File: config.mk
export PLATFORM = sky130hd
export DESIGN_NAME = sadp_regif
export DESIGN_NICKNAME = d
export VERILOG_FILES = /design/src/rtl/sadp_pkg.sv /design/src/rtl/sadp_ctrl.sv /design/src/rtl/sadp_rx_flags.sv /design/src/rtl/sadp_tx_hold.sv /design/src/rtl/sadp_dcd.sv /design/src/rtl/sadp_regif.sv
export SDC_FILE = /design/constraint.sdc
export NUM_CORES = 1
export LEC_CHECK = 0
export CORE_MARGIN = 5
export CORE_UTILIZATION = 49
export CTS_BUF_LIST = sky130_fd_sc_hd__clkbuf_16
export CTS_CLUSTER_SIZE = 12
export DETAILED_ROUTE_END_ITERATION = 12
export PLACE_DENSITY = 0.85
export SKIP_CTS_REPAIR_TIMING = 1
export SLEW_MARGIN = 25
export SYNTH_ARGS = -nofsm -noshare
export SYNTH_HDL_FRONTEND = slang
export SYNTH_HIERARCHICAL = 1
export SYNTH_SLANG_ARGS = --single-unit
File: constraint.sdc
create_clock -name clk_i -period 4.2 [get_ports clk_i]
set_clock_uncertainty 0.05 [all_clocks]
set_input_delay 1.05 -clock clk_i [delete_from_list [all_inputs] [get_ports clk_i]]
set_output_delay 1.05 -clock clk_i [all_outputs]
set_load 0.05 [all_outputs]
File: src/rtl/sadp_pkg.sv
package sadp_pkg;
  localparam int ST_W    = 8;
  localparam int ST_IRQ  = 7;
  localparam int ST_PE   = 6;
  localparam int ST_OVR  = 5;
  localparam int ST_FE   = 4;
  localparam int ST_CTS  = 3;
  localparam int ST_DCD  = 2;
  localparam int ST_TDRE = 1;
  localparam int ST_RDRF = 0;

  localparam logic [1:0] DIV_MRST = 2'b11;

  typedef enum logic [1:0] {
    TXC_ON_QUIET = 2'b00,
    TXC_ON_INT   = 2'b01,
    TXC_OFF      = 2'b10,
    TXC_BREAK    = 2'b11
  } txc_e;
endpackage

File: src/rtl/sadp_ctrl.sv
module sadp_ctrl
  import sadp_pkg::*;
#(
  parameter int DW = 8
) (
  input  logic          clk_i,
  input  logic          rst_ni,
  input  logic          wr_i,
  input  logic [DW-1:0] wdata_i,
  output logic          rx_ie_o,
  output txc_e          txc_o,
  output logic [2:0]    word_o,
  output logic [1:0]    div_o,
  output logic          in_reset_o,
  output logic          mrst_now_o
);
  logic [7:0] ctrl_q;
  logic       armed_q;

  assign mrst_now_o = wr_i && (wdata_i[1:0] == DIV_MRST);

  always_ff @(posedge clk_i or negedge rst_ni) begin
    if (!rst_ni) begin
      ctrl_q  <= '0;
      armed_q <= 1'b0;
    end else if (mrst_now_o) begin
      ctrl_q  <= wdata_i[7:0];
      armed_q <= 1'b1;
    end else if (wr_i && armed_q) begin
      ctrl_q  <= wdata_i[7:0];
    end
  end

  assign in_reset_o = !armed_q || (ctrl_q[1:0] == DIV_MRST);
  assign rx_ie_o    = ctrl_q[7];
  assign txc_o      = txc_e'(ctrl_q[6:5]);
  assign word_o     = ctrl_q[4:2];
  assign div_o      = ctrl_q[1:0];
endmodule

File: src/rtl/sadp_rx_flags.sv
module sadp_rx_flags #(
  parameter int DW = 8
) (
  input  logic          clk_i,
  input  logic          rst_ni,
  input  logic          clr_i,
  input  logic          load_i,
  input  logic [DW-1:0] data_i,
  input  logic          pe_i,
  input  logic          fe_i,
  input  logic          par_en_i,
  input  logic          rd_i,
  output logic          full_o,
  output logic          ovr_o,
  output logic          pe_o,
  output logic          fe_o,
  output logic [DW-1:0] data_o
);
  always_ff @(posedge clk_i or negedge rst_ni) begin
    if (!rst_ni) begin
      full_o <= 1'b0;
      ovr_o  <= 1'b0;
      pe_o   <= 1'b0;
      fe_o   <= 1'b0;
      data_o <= '0;
    end else if (clr_i) begin
      full_o <= 1'b0;
      ovr_o  <= 1'b0;
      pe_o   <= 1'b0;
      fe_o   <= 1'b0;
    end else if (load_i && (!full_o || rd_i)) begin
      data_o <= data_i;
      full_o <= 1'b1;
      pe_o   <= pe_i && par_en_i;
      fe_o   <= fe_i;
      if (rd_i) ovr_o <= 1'b0;
    end else if (load_i) begin
      ovr_o  <= 1'b1;  // new char dropped, old kept
    end else if (rd_i) begin
      full_o <= 1'b0;
      ovr_o  <= 1'b0;
    end
  end
endmodule

File: src/rtl/sadp_tx_hold.sv
module sadp_tx_hold #(
  parameter int DW = 8
) (
  input  logic          clk_i,
  input  logic          rst_ni,
  input  logic          clr_i,
  input  logic          wr_i,
  input  logic [DW-1:0] wdata_i,
  input  logic          take_i,
  output logic          empty_o,
  output logic [DW-1:0] data_o
);
  always_ff @(posedge clk_i or negedge rst_ni) begin
    if (!rst_ni) begin
      empty_o <= 1'b1;
      data_o  <= '0;
    end else if (clr_i) begin
      empty_o <= 1'b1;
    end else if (wr_i) begin
      empty_o <= 1'b0;
      data_o  <= wdata_i;
    end else if (take_i) begin
      empty_o <= 1'b1;
    end
  end
endmodule

File: src/rtl/sadp_dcd.sv
module sadp_dcd (
  input  logic clk_i,
  input  logic rst_ni,
  input  logic clr_i,
  input  logic line_i,
  input  logic stat_rd_i,
  input  logic rx_rd_i,
  output logic flag_o
);
  logic prev_q;
  logic seen_q;
  logic rise;

  assign rise = line_i && !prev_q;

  always_ff @(posedge clk_i or negedge rst_ni) begin
    if (!rst_ni) prev_q <= 1'b1;
    else         prev_q <= line_i;
  end

  always_ff @(posedge clk_i or negedge rst_ni) begin
    if (!rst_ni) begin
      flag_o <= 1'b0;
      seen_q <= 1'b0;
    end else if (clr_i) begin
      flag_o <= 1'b0;
      seen_q <= 1'b0;
    end else if (rise) begin
      flag_o <= 1'b1;
      seen_q <= 1'b0;
    end else if (rx_rd_i && seen_q) begin
      flag_o <= 1'b0;
      seen_q <= 1'b0;
    end else if (stat_rd_i && flag_o) begin
      seen_q <= 1'b1;
    end
  end
endmodule

File: src/rtl/sadp_regif.sv
module sadp_regif
  import sadp_pkg::*;
#(
  parameter int DW = 8
) (
  input  logic          clk_i,
  input  logic          rst_ni,
  input  logic          cs_i,
  input  logic          rs_i,
  input  logic          rw_i,
  input  logic [DW-1:0] wdata_i,
  output logic [DW-1:0] rdata_o,
  input  logic          rx_load_i,
  input  logic [DW-1:0] rx_data_i,
  input  logic          rx_par_err_i,
  input  logic          rx_frm_err_i,
  input  logic          tx_take_i,
  output logic          tx_valid_o,
  output logic [DW-1:0] tx_data_o,
  output logic          tx_break_o,
  input  logic          cts_line_i,
  input  logic          dcd_line_i,
  output logic          rts_n_o,
  output logic          irq_n_o,
  output logic [2:0]    word_sel_o,
  output logic [1:0]    clk_div_o,
  output logic          in_reset_o
);
  logic            rd_stat, rd_rx, wr_ctrl, wr_tx;
  logic            rx_ie, mrst_now, clr;
  txc_e            txc;
  logic            rx_full, rx_ovr, rx_pe, rx_fe;
  logic [DW-1:0]   rx_data;
  logic            tx_empty, tdre_vis, dcd_flag, irq;
  logic [ST_W-1:0] stat_w;

  assign rd_stat = cs_i &&  rw_i && !rs_i;
  assign rd_rx   = cs_i &&  rw_i &&  rs_i;
  assign wr_ctrl = cs_i && !rw_i && !rs_i;
  assign wr_tx   = cs_i && !rw_i &&  rs_i;

  sadp_ctrl #(.DW(DW)) u_ctrl (
    .clk_i, .rst_ni, .wr_i(wr_ctrl), .wdata_i,
    .rx_ie_o(rx_ie), .txc_o(txc), .word_o(word_sel_o), .div_o(clk_div_o),
    .in_reset_o, .mrst_now_o(mrst_now)
  );

  assign clr = in_reset_o || mrst_now;

  sadp_rx_flags #(.DW(DW)) u_rx (
    .clk_i, .rst_ni, .clr_i(clr), .load_i(rx_load_i), .data_i(rx_data_i),
    .pe_i(rx_par_err_i), .fe_i(rx_frm_err_i),
    .par_en_i(word_sel_o[2:1] != 2'b10), .rd_i(rd_rx),
    .full_o(rx_full), .ovr_o(rx_ovr), .pe_o(rx_pe), .fe_o(rx_fe), .data_o(rx_data)
  );

  sadp_tx_hold #(.DW(DW)) u_tx (
    .clk_i, .rst_ni, .clr_i(clr), .wr_i(wr_tx), .wdata_i, .take_i(tx_take_i),
    .empty_o(tx_empty), .data_o(tx_data_o)
  );

  sadp_dcd u_dcd (
    .clk_i, .rst_ni, .clr_i(clr), .line_i(dcd_line_i),
    .stat_rd_i(rd_stat), .rx_rd_i(rd_rx), .flag_o(dcd_flag)
  );

  assign tdre_vis = tx_empty && !cts_line_i;
  assign irq = (rx_ie && (rx_full || rx_ovr || dcd_flag)) ||
               ((txc == TXC_ON_INT) && tdre_vis);

  always_comb begin
    stat_w          = '0;
    stat_w[ST_IRQ]  = irq;
    stat_w[ST_PE]   = rx_pe;
    stat_w[ST_OVR]  = rx_ovr;
    stat_w[ST_FE]   = rx_fe;
    stat_w[ST_CTS]  = cts_line_i;
    stat_w[ST_DCD]  = dcd_flag;
    stat_w[ST_TDRE] = tdre_vis;
    stat_w[ST_RDRF] = rx_full;
  end

  always_comb begin
    if (rd_stat)    rdata_o = DW'(stat_w);
    else if (rd_rx) rdata_o = rx_data;
    else            rdata_o = '0;
  end

  assign irq_n_o    = !irq;
  assign rts_n_o    = (txc == TXC_OFF);
  assign tx_break_o = (txc == TXC_BREAK);
  assign tx_valid_o = !tx_empty;
endmodule

---- Word-level counts from Yosys, hierarchy flattened ----
Cells that the tools add are included.
cells by class
  equality and inequality tests ........... 7
  bitwise operators ....................... 1
  reductions and logical operators ........ 39
  mux-type cells .......................... 26
operator list
  kind                number
  $mux 8              4
  $mux 1              22
  $logic_and 1x1->1   16
  $reduce_bool 3->1   3
  $eq 2x2->1 const B  4
  $logic_not 1->1     8
  $logic_or 1x1->1    6
  $reduce_and 2->1    3
  $reduce_bool 2->1   2
  $reduce_bool 4->1   1
  $ne 3x1->1 const B  1
  $eq 2x1->1 const B  1
  $ne 2x2->1 const B  1
  $not 1->1           1
storage, ports and cells
  output and inout port bits .............. 26
  input port bits ......................... 27
  word-level logic and storage cells ...... 85
  register bits ........................... 33

---- Logic depth before layout (Yosys ltp) ----
Gate-level depths: netlist of run 1.
  word-level depth ........................ 7
  depth in mapped cells ................... 8
  depth with buffers taken out ............ 5

---- Modules after synthesis ----
The synthesis of run 1 kept the hierarchy.
modules (own cells, without submodules)
  module         area each (sq um)  sequential area each (sq um)  instances  cells each
  sadp_rx_flags  474.2              300.3                         1          33
  sadp_ctrl      416.6              225.2                         1          41
  sadp_tx_hold   382.9              226.5                         1          21
  sadp_regif     191.4              0.0                           1          24
  sadp_dcd       146.4              76.3                          1          10

---- Worst setup path before layout of run 1 ----
No wires, ideal clock.
  kind .................................... input to output
  from .................................... in cs_i
  to ...................................... out rdata_o[1]
  setup slack ............................. 0.355 ns
  arrival time ............................ 2.745 ns
  buffers on the path ..................... 0
  stages on the path ...................... 2
  data required time ...................... 3.100 ns
  cells stage by stage .................... nand2_1 > o41ai_1
on the way
  word-level cells in the longest chain between the ends .. 4
  elaborated cells between the ends (all ways) .. 5
  classes of those cells .................. 2 x mux; 3 x reduce/logical
ends and longest elaborated chain
  element              RTL line                            RTL
  from (decl)          sadp_regif.sv:8                     input logic cs_i,
  $logic_and 1x1->1 *  sadp_regif.sv:37, sadp_regif.sv:38
  $logic_and 1x1->1    sadp_regif.sv:38                    assign rd_rx = cs_i && rw_i && rs_i;
  $mux 8               sadp_regif.sv:85                    else if (rd_rx) rdata_o = rx_data;
  $mux 8 *             sadp_regif.sv:84                    if (rd_stat) rdata_o = DW'(stat_w);
  to (decl)            sadp_regif.sv:12                    output logic [DW-1:0] rdata_o,
Every way passes the cells marked *; elsewhere a longest branch is shown, timed or not.

---- Worst setup path after layout of run 1 ----
  from .................................... in rs_i
  to ...................................... out rdata_o[7]
on the way
  word-level cells in the longest chain between the ends .. 3
  elaborated cells between the ends (all ways) .. 5
  classes of those cells .................. 2 x mux; 3 x reduce/logical
ends and longest elaborated chain
  element                                               RTL line                            RTL
  from (decl)                                           sadp_regif.sv:9                     input logic rs_i,
  $logic_and 1x1->1 or $logic_not 1->1 (tied branches)  sadp_regif.sv:38, sadp_regif.sv:37
  $mux 8 or $logic_and 1x1->1 (tied branches)           sadp_regif.sv:85, sadp_regif.sv:37
  $mux 8 *                                              sadp_regif.sv:84
Marks and branches as above.

==> flow_summary_export.csv, run 1 <==
group,metric,value,unit
status,status,"finished, final reports clean",
routing,wl_per_cell,17.4,µm
global_routing,grt_pass1_vias,1404,
final_layout,drive_gt1_share,27.4,%
setup_path,r2r_cells,4,
cts,clk_path_buf_depth,2,
sta,rsz0062_at_grt,"false",
synth,synth-edff-count,0,
final_layout,seq_area,828,µm²
setup_path,crit_family,"buffers and inverters",
routing,dr.pass1.iters,4,
worst_hold_path,holdCritPathClass,"reg2reg",
routing,num_vias,1252,
setup_path,critPathLaunchType,"primary input",
die,io_pins,53,
sta,timing.final.ws_setup,505,ps
cts,tritoncts,"built",
synth,synth.avg_cell_area,12.5,µm²
cts,cts_max_level,2,
cts,cts_root_buf,"clkbuf_16",
synth,ys_warn_count,6,
synth,synth_fp_nets,156,
setup_path,r2r_slack,2250,ps
final_layout,multi_input_area,697,µm²
setup_path,arrival,2590,ps
setup_path,r2r_end,"u_rx/data_o[1]$_DFFE_PN0P_",
cts,cts.sinks,33,
final_layout,fill_cells,228,
sta,finalMaxSlewViolations,0,
routing,drc_errors,0,
routing,routed_via_density,5.44,
placed_design,place.gp.congestion,0.821,
die,die_h,67.4,µm
placed_design,dp_hpwl,2980,µm
synth,ys_seq_area_share,51.4,%
final_layout,diodes,0,
global_routing,grt_max_degree,34,
sta,fmax,271,MHz
die,start_util,51.9,%
placed_design,pre_cts_ws,516,ps
global_routing,antenna_found_initial,0,
global_routing,track_usage,20.5,%
power,p_leak,1.03,nW
cts,clk_latency,280,ps
setup_path,critPathCaptureType,"output port",
global_routing,grt_pass1_wl,6690,µm
sta,tightestPinTransition,539,ps
setup_path,reg2reg_from,"u_ctrl/armed_q$_DFFE_PN0P_",
final_layout,final_net_count,212,
final_layout,area_delta_synth_final,47.1,%
synth,synth_seq_cells,33,
routing,final_antenna_net_count,0,
synth,syn_area,1610,µm²
global_routing,grt_overflow_total,0,
worst_hold_path,worst_hold_path.endpoint,"u_tx/data_o[2]$_DFFE_PN0P_",
power,p_per_area,653,nW/µm²
power,max-vdd-ir-drop,0.000540,V
cts,clk_pin_slew,50,ps
routing,dr.first_iter.drc_count,45,
setup_path,cp_cell_sequence,"clkdlybuf4s50_1, and3_1, nand2_1, o31ai_2, buf_12",
setup_path,crit_required,3100,ps
synth,dominantRegCellSynth,"dfrtp_1",
sta,max_slew_margin,63.6,%
cts,cts_buffers,5,
final_layout,postLayoutCoreUtil,76.4,%
die,die_width,67.4,µm
setup_path,max_stage_delay,610,ps
sta,finalSetupViolCount,0,
die,coreArea,3100,µm²
setup_path,critPathKind,"in2out",
synth,synthCells,129,
worst_hold_path,min_path_cells,1,
setup_path,cp_max_fo,12,
synth,synth-async-reset-ratio,100,%
sta,setup-tns-final,0,ps
setup_path,crit_buf_inv,2,
die,num_rows,20,
worst_hold_path,worstHoldStart,"u_tx/data_o[2]$_DFFE_PN0P_",
placed_design,io_buffer_count,52,
synth,ys_types,43,
die,dieArea,4540,µm²
routing,wirelength,4010,µm
sta,fin_crit_sh,88.0,%
sta,whs,458,ps
sta,fin_crit,3690,ps
job,maxCapViolations,0,
sta,finalHoldViolations,0,
setup_path,crit_path_top_delay_cell,"clkdlybuf4s50_1",
## flip-flops by register name (all words and copies together) (netlist names)
signal          flops
u_dcd/prev_q        1
u_dcd/flag_o        1
u_rx/ovr_o          1
u_ctrl/armed_q      1
u_rx/fe_o           1
u_tx/empty_o        1
u_ctrl/ctrl_q       8
u_rx/data_o         8
u_tx/data_o         8
u_rx/pe_o           1
u_dcd/seen_q        1
u_rx/full_o         1
## layer usage
layer	global-route usage, %	vias to the layer above	routed length [µm]
met5	0	-	0
met4	9.62	0	85
met3	6.82	10	320
met2	35.7	56	2020
met1	22.3	610	1580
li1	-	576	-
## worst register-to-register path, stage by stage (launching register included)
cell and delay, ps:
dfrtp_1 410, o21ai_0 150, or2_2 430, nor3_4 410, mux2_2 390
## power by group
part	switching, mW	leakage [nW]	internal [mW]
Combinational	0.402	0.556	0.297
Sequential	0.0757	0.398	0.434
Clock	0.127	0.0738	0.213
## stage by stage
step / instance area, µm² / total power, mW / instances
floorplan: 1610 / 0.962 / 129
global placement: 2230 / 1.19 / 222
detailed placement: 2230 / 1.21 / 222
CTS: 2370 / 1.56 / 230
global route: 2370 / 1.62 / 230
finish: 2370 / 1.55 / 230
## Yosys cell counts (2+ instances only)
cell	instances	area, µm²
a21oi_1	4	20.0
a22o_1	5	43.8
buf_6	3	33.8
dfrtp_1	31	776
dfstp_2	2	52.6
inv_1	10	37.5
mux2_2	8	90.1
mux2_4	8	120
nand2_1	9	33.8
nand2b_1	3	18.8
nor2_1	3	11.3
o211ai_1	2	15.0
o21ai_0	5	25.0
o32ai_1	6	52.6
or2_2	2	12.5
## cell usage in the layout (no fill, tap or decap), types with 2 or more instances in the layout
master / Yosys / routed
buf_12: 0 / 8
nor2_1: 3 / 3
dfstp_2: 2 / 2
or2_2: 2 / 2
a21oi_1: 4 / 4
dfrtp_1: 31 / 31
mux2_4: 8 / 8
nand2b_1: 3 / 3
clkbuf_16: 0 / 5
buf_4: 1 / 3
nand2_1: 9 / 9
mux2_2: 8 / 8
clkdlybuf4s50_1: 0 / 43
inv_1: 10 / 12
o211ai_1: 2 / 2
o32ai_1: 6 / 6
a22o_1: 5 / 5
o21ai_0: 5 / 5
## worst max path at each step
stage	startpoint	endpoint	slack, ps	depth (start not counted)
after global placement	rs_i	rdata_o[1]	640	5
after CTS	rs_i	rdata_o[7]	500	5
final	rs_i	rdata_o[7]	510	5
after global routing	rs_i	rdata_o[7]	460	5
after floorplan	cs_i	rdata_o[1]	360	2
after detailed placement	rs_i	rdata_o[7]	520	5
## cell type report
| type | count | area share [%] |
|---|---|---|
| Clock buffer | 5 | 5.28 |
| Clock inverter | 3 | 0.475 |
| Inverter | 11 | 1.74 |
| Multi-Input combinational cell | 80 | 29.4 |
| Sequential cell | 33 | 34.9 |
| Tap cell | 44 | 2.32 |
| Timing Repair Buffer | 54 | 25.9 |
## kinds of logic after synthesis
family | count (synthesis) | synth area share [%]
buffers and inverters | 16 | 5.36
DFF | 33 | 51.4
AOI/OAI and AO/OA | 30 | 15.2
muxes | 16 | 13.0
and+or+nand+nor | 34 | 15.0
Note: power is estimated with default switching activity, not from simulation.
==> inputs of run 2 (changes only) <==
--- a/config.mk
+++ b/config.mk
@@ -5,12 +5,14 @@
 export SDC_FILE = /design/constraint.sdc
 export NUM_CORES = 1
 export LEC_CHECK = 0
+export CELL_PAD_IN_SITES_DETAIL_PLACEMENT = 0
+export CELL_PAD_IN_SITES_GLOBAL_PLACEMENT = 1
 export CORE_MARGIN = 5
-export CORE_UTILIZATION = 49
+export CORE_UTILIZATION = 38
 export CTS_BUF_LIST = sky130_fd_sc_hd__clkbuf_16
-export CTS_CLUSTER_SIZE = 12
+export CTS_CLUSTER_SIZE = 30
 export DETAILED_ROUTE_END_ITERATION = 12
-export PLACE_DENSITY = 0.85
+export PLACE_DENSITY_LB_ADDON = 0.1
 export SKIP_CTS_REPAIR_TIMING = 1
 export SLEW_MARGIN = 25
 export SYNTH_ARGS = -nofsm -noshare
==> run 2 against run 1 <==
Routed wire length decreased by 9.7%. Clock power down 4%. Non-clock buffer count unchanged. Critical endpoint is now rdata_o[1].
==> flow_summary_export.csv, run 2 (synthesis results as in run 1) <==
group,metric,value,unit
status,status,"finished, final reports clean",
final_layout,postLayoutCoreUtil,58.6,%
die,coreArea,4060,µm²
sta,fin_crit,3650,ps
setup_path,arrival,2550,ps
final_layout,area_delta_synth_final,47.6,%
power,p_total,1.52,mW
sta,max_slew_margin,60.4,%
routing,num_vias,1188,
sta,timing.final.ws_setup,547,ps
die,die_h,75.1,µm
routing,dr.first_iter.drc_count,43,
final_layout,instances_no_fill,236,
final_layout,final_common_cell,"clkdlybuf4s50_1",
final_layout,largest_registers,"u_ctrl/ctrl_q: 8 flops, u_rx/data_o: 8 flops, u_tx/data_o: 8 flops",
cts,clk_path_buf_depth,2,
setup_path,cp_max_fo,12,
setup_path,crit_required,3100,ps
routing,routed_via_density,5.03,
cts,cts_root_buf,"clkbuf_16",
cts,cts_max_level,2,
cts,clk_latency,270,ps
routing,final_antenna_net_count,0,
cts,cts_buffers,5,
routing,dr.pass1.iters,4,
sta,rsz0062_at_grt,"false",
global_routing,grt_overflow_total,0,
sta,tightestPinTransition,586,ps
final_layout,diodes,0,
job,maxCapViolations,0,
cts,tritoncts,"built",
die,die_width,75.1,µm
final_layout,final_net_count,212,
global_routing,grt_pass1_wl,5910,µm
die,dieArea,5640,µm²
sta,fin_crit_sh,87.0,%
die,start_util,39.7,%
sta,setup-tns-final,0,ps
power,p_per_area,641,nW/µm²
cts,clk_pin_slew,50,ps
final_layout,drive_gt1_share,27.4,%
sta,fmax,274,MHz
routing,wl_per_cell,15.4,µm
setup_path,critPathKind,"in2out",
sta,finalMaxSlewViolations,0,
placed_design,dp.cells,228,
setup_path,critPathLaunchType,"primary input",
final_layout,final_cell_mix,"clkdlybuf4s50_1, dfrtp_1, inv_1",
global_routing,antenna_found_initial,0,
sta,finalHoldViolations,0,
placed_design,place.gp.congestion,0.712,
routing,drc_errors,0,
worst_hold_path,holdCritPathClass,"reg2reg",
placed_design,pre_cts_ws,544,ps
global_routing,grt_pass1_vias,1264,
placed_design,io_buffer_count,52,
final_layout,seq_area,828,µm²
power,p_leak,1.03,nW
placed_design,dp_hpwl,2780,µm
die,io_pins,53,
cts,cts.sinks,33,
power,max-vdd-ir-drop,0.000449,V
sta,finalSetupViolCount,0,
routing,wirelength,3620,µm
global_routing,track_usage,13.7,%
final_layout,fill_cells,347,
final_layout,multi_input_area,697,µm²
global_routing,grt_max_degree,34,
die,num_rows,23,
setup_path,critPathCaptureType,"output port",
## run 2: cell types whose count changed in the layout (fill, tap and decap cells not counted), sizes merged
cell	previous run	this run
clkinv	1	0
inv	13	14
## run 2: layout make-up
class                           instances  area share, %
Clock inverter                          3          0.473
Inverter                               11           1.74
Timing Repair Buffer                   54           25.8
Clock buffer                            5           5.26
Multi-Input combinational cell         80           29.3
Sequential cell                        33           34.8
Tap cell                               50           2.63
## run 2: worst max-delay path: stages
cell	delay, ps
clkdlybuf4s50_1	580
and3_1	460
nand2_1	110
o41ai_1	130
buf_12	210
## run 2: final timing paths
path	cells past startpoint	from	endpoint	slack, ps
max	5	rs_i	rdata_o[1]	550
min	1	u_tx/data_o[6]$_DFFE_PN0P_	u_tx/data_o[6]$_DFFE_PN0P_	450
max reg2reg	5	u_ctrl/ctrl_q[1]$_DFFE_PN0P_	u_rx/data_o[0]$_DFFE_PN0P_	2270
min reg2reg	1	u_tx/data_o[6]$_DFFE_PN0P_	u_tx/data_o[6]$_DFFE_PN0P_	450
max in group asynchronous	2	rst_ni	u_tx/empty_o$_DFFE_PN1P_	2620
min in group asynchronous	2	rst_ni	u_rx/data_o[7]$_DFFE_PN0P_	1140
## run 2: metal layers
metal,share of wire (%),track usage [%],vias up
li1,-,-,575
met1,41,16.2,581
met2,53,24.6,30
met3,5.5,4.01,2
met4,0.47,2.96,0
met5,0,0,-
## run 2: report_power, final
| part | switching, mW | total (mW) | internal, mW |
|---|---|---|---|
| Clock | 0.115 | 0.327 | 0.212 |
| Sequential | 0.0738 | 0.508 | 0.434 |
| Combinational | 0.393 | 0.690 | 0.297 |
## run 2: metrics by stage
stage | instance area (µm²) | hold slack, ps
floorplan | 1610 | 431
global placement | 2240 | 446
detailed placement | 2240 | 447
CTS | 2380 | 457
global route | 2380 | 472
finish | 2380 | 452
